### src/rtl/bdec_pkg.sv
package bdec_pkg;
  localparam int XLEN     = 32;
  localparam int REG_W    = 5;
  localparam int OPC_W    = 6;
  localparam int OFF_W    = 16;
  localparam int ALIGN_SH = 2;
  localparam int OPC_LSB  = 26;
  localparam int RS_LSB   = 21;
  localparam int RT_LSB   = 16;
  localparam int KIND_W   = 3;
  localparam int N_RULES  = 6;

  localparam logic [KIND_W-1:0] BK_NONE = 3'd0;
  localparam logic [KIND_W-1:0] BK_EQ   = 3'd1;
  localparam logic [KIND_W-1:0] BK_NE   = 3'd2;
  localparam logic [KIND_W-1:0] BK_LEZ  = 3'd3;
  localparam logic [KIND_W-1:0] BK_GTZ  = 3'd4;
  localparam logic [KIND_W-1:0] BK_LTZ  = 3'd5;
  localparam logic [KIND_W-1:0] BK_GEZ  = 3'd6;

  typedef struct packed {
    logic [OPC_W-1:0]  opc;
    logic              rt_fixed;  // rt field must equal rt_val
    logic [REG_W-1:0]  rt_val;
    logic [KIND_W-1:0] kind;
    logic              rt_used;
  } br_rule_t;

  localparam br_rule_t RULES [N_RULES] = '{
    '{opc: 6'd4, rt_fixed: 1'b0, rt_val: 5'd0, kind: BK_EQ,  rt_used: 1'b1},
    '{opc: 6'd5, rt_fixed: 1'b0, rt_val: 5'd0, kind: BK_NE,  rt_used: 1'b1},
    '{opc: 6'd6, rt_fixed: 1'b1, rt_val: 5'd0, kind: BK_LEZ, rt_used: 1'b0},
    '{opc: 6'd7, rt_fixed: 1'b1, rt_val: 5'd0, kind: BK_GTZ, rt_used: 1'b0},
    '{opc: 6'd1, rt_fixed: 1'b1, rt_val: 5'd0, kind: BK_LTZ, rt_used: 1'b0},
    '{opc: 6'd1, rt_fixed: 1'b1, rt_val: 5'd1, kind: BK_GEZ, rt_used: 1'b0}
  };
endpackage

### src/rtl/bdec_field_split.sv
module bdec_field_split
  import bdec_pkg::*;
(
  input  logic [XLEN-1:0]  insn_i,
  output logic [OPC_W-1:0] opc_o,
  output logic [REG_W-1:0] rs_o,
  output logic [REG_W-1:0] rt_o,
  output logic [OFF_W-1:0] off_o
);
  assign opc_o = insn_i[OPC_LSB +: OPC_W];
  assign rs_o  = insn_i[RS_LSB  +: REG_W];
  assign rt_o  = insn_i[RT_LSB  +: REG_W];
  assign off_o = insn_i[0       +: OFF_W];
endmodule

### src/rtl/bdec_classify.sv
module bdec_classify
  import bdec_pkg::*;
(
  input  logic [OPC_W-1:0]  opc_i,
  input  logic [REG_W-1:0]  rt_i,
  output logic              hit_o,
  output logic [KIND_W-1:0] kind_o,
  output logic              rt_used_o
);
  logic [N_RULES-1:0] match;

  for (genvar g = 0; g < N_RULES; g++) begin : g_rule
    assign match[g] = (opc_i == RULES[g].opc) &&
                      (!RULES[g].rt_fixed || (rt_i == RULES[g].rt_val));
  end

  assign hit_o = |match;

  // rules are disjoint, so OR-merging the selected entries is exact
  always_comb begin
    kind_o    = BK_NONE;
    rt_used_o = 1'b0;
    for (int i = 0; i < N_RULES; i++) begin
      if (match[i]) begin
        kind_o    = kind_o | RULES[i].kind;
        rt_used_o = rt_used_o | RULES[i].rt_used;
      end
    end
  end

  always_comb begin
    a_r5_rules_exclusive: assert ($onehot0(match))
      else $error("R5: more than one branch rule matched");
  end
endmodule

### src/rtl/bdec_target_gen.sv
module bdec_target_gen
  import bdec_pkg::*;
#(
  parameter int AW  = XLEN,
  parameter int OW  = OFF_W,
  parameter int SH  = ALIGN_SH
) (
  input  logic [AW-1:0] pc_i,
  input  logic [OW-1:0] off_i,
  output logic [AW-1:0] target_o
);
  localparam int EXT_W = AW - OW - SH;
  localparam logic [AW-1:0] STEP = AW'(1) << SH;

  logic [AW-1:0] byte_off;
  logic [AW-1:0] seq_pc;

  assign byte_off = {{EXT_W{off_i[OW-1]}}, off_i, {SH{1'b0}}};
  assign seq_pc   = pc_i + STEP;
  assign target_o = seq_pc + byte_off;

  logic [AW-1:0] span;
  assign span = target_o - pc_i - STEP;

  always_comb begin
    a_r7_align_kept: assert (target_o[SH-1:0] == pc_i[SH-1:0])
      else $error("R7: target alignment differs from pc");
    a_r8_sign_span: assert (off_i[OW-1] ? (&span[AW-1:OW+SH-1])
                                        : (~|span[AW-1:OW+SH-1]))
      else $error("R8: target displacement has wrong direction");
  end
endmodule

### src/rtl/bdec_branch_unit.sv
module bdec_branch_unit
  import bdec_pkg::*;
(
  input  logic [31:0] insn_i,
  input  logic [31:0] pc_i,
  output logic        is_branch_o,
  output logic [2:0]  kind_o,
  output logic [4:0]  rs_o,
  output logic [4:0]  rt_o,
  output logic        rt_used_o,
  output logic [31:0] target_o
);
  logic [OPC_W-1:0] opc;
  logic [OFF_W-1:0] off;

  bdec_field_split u_split (
    .insn_i (insn_i),
    .opc_o  (opc),
    .rs_o   (rs_o),
    .rt_o   (rt_o),
    .off_o  (off)
  );

  bdec_classify u_class (
    .opc_i     (opc),
    .rt_i      (rt_o),
    .hit_o     (is_branch_o),
    .kind_o    (kind_o),
    .rt_used_o (rt_used_o)
  );

  bdec_target_gen u_tgt (
    .pc_i     (pc_i),
    .off_i    (off),
    .target_o (target_o)
  );

  always_comb begin
    a_r5_flag_matches_kind: assert (is_branch_o == (kind_o != BK_NONE))
      else $error("R5: branch flag disagrees with kind");
    a_r1_two_reg_uses_rt: assert (!(kind_o == BK_EQ || kind_o == BK_NE) || rt_used_o)
      else $error("R1: two-register branch without rt operand");
    a_r3_single_reg_no_rt: assert (!(kind_o >= BK_LEZ) || !rt_used_o)
      else $error("R3: single-register branch claims rt operand");
    a_r4_regimm_opcode: assert (!(kind_o == BK_LTZ || kind_o == BK_GEZ) || opc == 6'd1)
      else $error("R4: regimm kind from wrong opcode");
  end
endmodule

### config.mk
export PLATFORM = sky130hd
export DESIGN_NAME = bdec_branch_unit
export DESIGN_NICKNAME = d
export VERILOG_FILES = /design/src/rtl/bdec_pkg.sv /design/src/rtl/bdec_field_split.sv /design/src/rtl/bdec_classify.sv /design/src/rtl/bdec_target_gen.sv /design/src/rtl/bdec_branch_unit.sv
export SDC_FILE = /design/constraint.sdc
export NUM_CORES = 1
export LEC_CHECK = 0
export BUFFER_PORTS_ARGS = -buffer_cell sky130_fd_sc_hd__buf_4
export CORE_MARGIN = 5
export CORE_UTILIZATION = 50
export DETAILED_ROUTE_END_ITERATION = 16
export PLACE_DENSITY = 0.87
export SETUP_SLACK_MARGIN = 0.5
export SLEW_MARGIN = 20
export SYNTH_ARGS = -nofsm -noshare
export SYNTH_HDL_FRONTEND = slang
export SYNTH_SLANG_ARGS = --single-unit
### constraint.sdc
create_clock -name vclk -period 6.4
set_input_delay 0.32 -clock vclk [all_inputs]
set_output_delay 0.32 -clock vclk [all_outputs]
set_load 0.005 [all_outputs]
* Yosys cells after proc, flatten, opt, wreduce, memory -nomap -nowiden
Cells that the tools add are included.
W data, S select, Z words.
** Storage, ports and cells
- Register bits after elaboration :: 0
- Input bits :: 64
- Output and inout bits :: 47
- Logic and storage cells :: 22
** Operators by class
- $add $sub $neg :: 2
- Equality and inequality tests :: 6
- Mux-type cells :: 8
- Reduce and logical (&&, ||, !) cells :: 6
** Operator list (number)
- $add A32 B3 Y32 const B :: 1
- $add A32 B32 Y32 :: 1
- $eq A6 B3 Y1 const B :: 4
- $mux W3 :: 3
- $eq A6 B1 Y1 const B :: 1
- $reduce_or A6 Y1 :: 1
- $eq A5 B1 Y1 const B :: 1
- $logic_not A5 Y1 :: 1
- $logic_and A1 B1 Y1 :: 4
- $mux W2 :: 2
- $mux W1 :: 3

* Logic depth before layout (Yosys ltp)
- Depth after elaboration :: 7
- Gate-level depth with buffers :: 12
- Mapped depth without buffers :: 12

* Modules after synthesis
A second synthesis with hierarchy kept.
** Unflattened totals
- Cells, all modules :: 319
- Area, all modules :: 2378.5 um^2
** By module, submodules not included
- bdec_target_gen :: instances 1, cells an instance 265, area each 1988.2 um^2, sequential area each 0.0 um^2
- bdec_field_split :: instances 1, cells an instance 32, area each 240.2 um^2, sequential area each 0.0 um^2
- bdec_classify :: instances 1, cells an instance 22, area each 150.1 um^2, sequential area each 0.0 um^2

* Worst setup path after synthesis
OpenSTA, ideal clock, no wires.
- Path type :: input to output
- Start point :: input port insn_i[1]
- End point :: output port target_o[31]
- Arrival time :: 2.632 ns
- Data required time :: 6.080 ns
- Slack :: 3.448 ns
- Stages :: 10
- Path buffers :: 0
- Path through :: ha_1 ha_1 fa_1 a211oi_1 o21ai_1 a31oi_1 o221ai_1 a41o_1 a21oi_1 xnor2_1
** Between the ends
- Longest elaborated chain between the ends :: 1
** Ends and longest elaborated chain
- from (decl) :: RTL line bdec_branch_unit.sv:4 : input logic [31:0] insn_i,
- $add A32 B32 Y32 :: RTL line bdec_target_gen.sv:20 : assign target_o = seq_pc + byte_off;
- to (decl) :: RTL line bdec_branch_unit.sv:11 : output logic [31:0] target_o
No other way between the ends.

* Worst setup path in the final report
Same ends and word-level chain as after synthesis.

==> summary.txt <==
=====================================================================================
Number of buffers inserted to repair setup after CTS                                0
Overall global routing resource usage                                           0.189
Share of synthesized area occupied by flip-flops and latches                        0
Cell area after technology mapping                                           2120 µm²
Setup-violating endpoint count in the final report                                  0
Measured slew at the worst slew-check pin                                      453 ps
Relative area change from synthesis to final layout                             29.6%
Fraction of layout instances using a drive strength above 1                     0.321
Net count, final                                                                  467
Post-cts gate resize count                                                          0
Result of the run                                                        complete, no violations
Post-synthesis simple-gate area fraction                                        0.136
Number of distinct library cells after synthesis                                   52
Hold-critical path endpoint                                                   rs_o[2]
Yosys warnings                                                                      0
Total detailed-routing wirelength                                             5690 µm
Sw Pwr                                                                         174 µW
Number of hold buffers added after cts                                              0
Post-route DRC violation count                                                      0
Storage element area                                                            0 µm²
Max-cap violations                                                                  0
Total placed cells including tap cells                                            393
Combinational family with the most area after synthesis                   adder cells
Detailed Routing Iterations Pass 1                                                  5
Slew headroom                                                                   0.693
Via count of the first global-routing pass                                       2161
Design internal power                                                          187 µW
Post-route antenna net violation count                                              0
Critical path class                                                      input pin to primary output
Max IR drop VDD                                                             0.0833 mV
Startpoint kind of the worst setup timing path                              input pin
Area used by multi-input combinational logic                                 1920 µm²
Die Y                                                                         75.2 µm
Final hold violation count                                                          0
Syn_area_per_cell                                                            7.95 µm²
Gp weighted congestion                                                          0.912
Data required time at the worst endpoint                                      6080 ps
Share of the cycle needed by the critical path after routing                    0.541
Largest net degree at the start of global routing                                  16
Worst Path Max Fanout                                                               3
Number of antenna violations at the first check in global routing                   0
Via-to-Cell Ratio                                                                5.83
Cell depth of the worst hold path                                                   0
Combinational fraction of design power                                          1.000
Final-layout worst hold slack                                                  640 ps
Filler cells                                                                      365
Final std cells w/o fill                                                          393
Seq pwr share                                                                       0
FF+latch count                                                                      0
Mux contribution to synthesized area                                          0.00471
Area of the die                                                              5650 µm²
Number of antenna repair diodes                                                     0
Power per cell area                                                        131 nW/µm²
Wire length of the first global-routing pass                                  8830 µm
Number of top-level design ports                                                  111
Fraction of the mapped netlist area in adder cells                              0.345
Startpoint of the worst hold path                                          insn_i[23]
Max-slew violation count                                                            0
Leftover overflow at the end of global routing                                      0
Floorplan row count                                                                23
Core area                                                                    4060 µm²
I/O Buffers                                                                        97
Achievable clock frequency                                                    289 MHz
Post-layout minimum cycle time                                                3460 ps
Complex-gate fraction of the synthesized area                                   0.299
Die outline width                                                             75.2 µm
WL per Instance                                                               14.5 µm
Worst setup EP type                                                      primary output
Number of clock buffer instances in the layout                                      0
Post-synthesis xor/xnor area fraction                                           0.120
Share of power burned in the clock network                                          0
Lkg Pwr                                                                       1.46 nW
Count of routing violations after the opening detailed-route iteration             73
Switching part of the total power                                               0.482
Data arrival, critical path                                                   3140 ps
HPWL after detailed placement                                                 5010 µm
Vias after detailed routing                                                      2293
Number of nets produced by synthesis                                              389
Class of the most critical hold timing path                              input pin to primary output
Unrepaired setup endpoints after global routing                                 false
Starting Density                                                                0.523
Aggregate negative setup slack                                                   0 ps
Number of cells produced by synthesis                                             267
=====================================================================================
[through the flow]
step / area [µm²] / total power [mW] / utilization / setup WS (ps)
final: 2750 / 0.362 / 0.678 / 2940
after CTS: 2750 / 0.363 / 0.678 / 2940
after detailed placement: 2750 / 0.361 / 0.678 / 2960
after global routing: 2750 / 0.398 / 0.678 / 2710
after global placement: 2750 / 0.353 / 0.678 / 3070
after floorplan: 2120 / 0.220 / - / 3450
[metal layers]
layer,track usage,vias to the layer above,wire length (µm)
li1,-,1149,-
met1,0.229,1058,2310
met2,0.372,80,2870
met3,0.00935,6,448
met4,0.0233,0,56
met5,0,-,0
[Yosys cell counts, drive strengths merged (2+ instances only)]
cell	instances	area, µm²
a211o	2	18.8
a211oi	2	15.0
a21boi	2	15.0
a21o	6	45.0
a21oi	33	184
a221o	2	22.5
a31oi	5	31.3
buf	19	145
clkbuf	2	17.5
ha	57	713
inv	11	41.3
nand2	16	70.1
nand2b	3	26.3
nand3	9	45.0
nand3b	2	15.0
nand4	4	25.0
nor2	17	63.8
nor3	3	15.0
o211ai	5	37.5
o21a	4	30.0
o21ai	9	45.0
o21bai	5	37.5
o32a	2	20.0
o41ai	2	32.5
xnor2	17	149
xor2	12	105
[cell type report]
class	instances	share of cell area
Multi-Input combinational cell	235	0.698
Timing Repair Buffer	97	0.265
Tap cell	50	0.0227
Inverter	11	0.0150
[placed cells by master (no fill, tap or decap), types with 5 or more instances in the layout]
master / synthesis / final
buf_4: 15 / 97
nand2_1: 14 / 14
a21oi_1: 30 / 30
a31oi_1: 5 / 5
nor2_1: 17 / 17
o21ai_0: 7 / 7
ha_1: 57 / 57
o211ai_1: 5 / 5
nand3_1: 9 / 9
xor2_1: 12 / 12
xnor2_1: 17 / 17
a21o_1: 6 / 6
inv_1: 11 / 11
o21bai_1: 5 / 5
[worst max-delay path, stage by stage]
cell	delay [ps]
buf_4	110
ha_1	280
ha_1	250
fa_1	430
a211oi_1	270
o21ai_1	130
a31oi_1	330
o221ai_1	270
a41o_1	290
a21oi_1	190
xnor2_1	140
buf_4	130
[worst max-delay path by stage]
stage	startpoint	to	slack [ps]	depth (start not counted)
2_1_floorplan	insn_i[1]	target_o[31]	3450	10
3_3_place_gp	insn_i[1]	target_o[31]	3070	12
3_5_place_dp	insn_i[1]	target_o[31]	2960	12
4_1_cts	insn_i[1]	target_o[31]	2940	12
5_1_grt	insn_i[1]	target_o[31]	2710	12
6_report	insn_i[1]	target_o[31]	2940	12
[power by group through the flow]
stage	combinational (mW)	sequential, mW	clock [mW]
after global placement	0.353	0	0
after floorplan	0.220	0	0
after CTS	0.363	0	0
final	0.362	0	0
after global routing	0.398	0	0
after detailed placement	0.361	0	0
[kinds of logic after synthesis]
logic type	Yosys count
AND/OR/NAND/NOR	58
AO/OA/AOI/OAI	89
XOR/XNOR	29
buffers and inverters	32
multiplexers	1
adder cells (fa/ha/maj)	58
(Power assumes the default switching activity.)
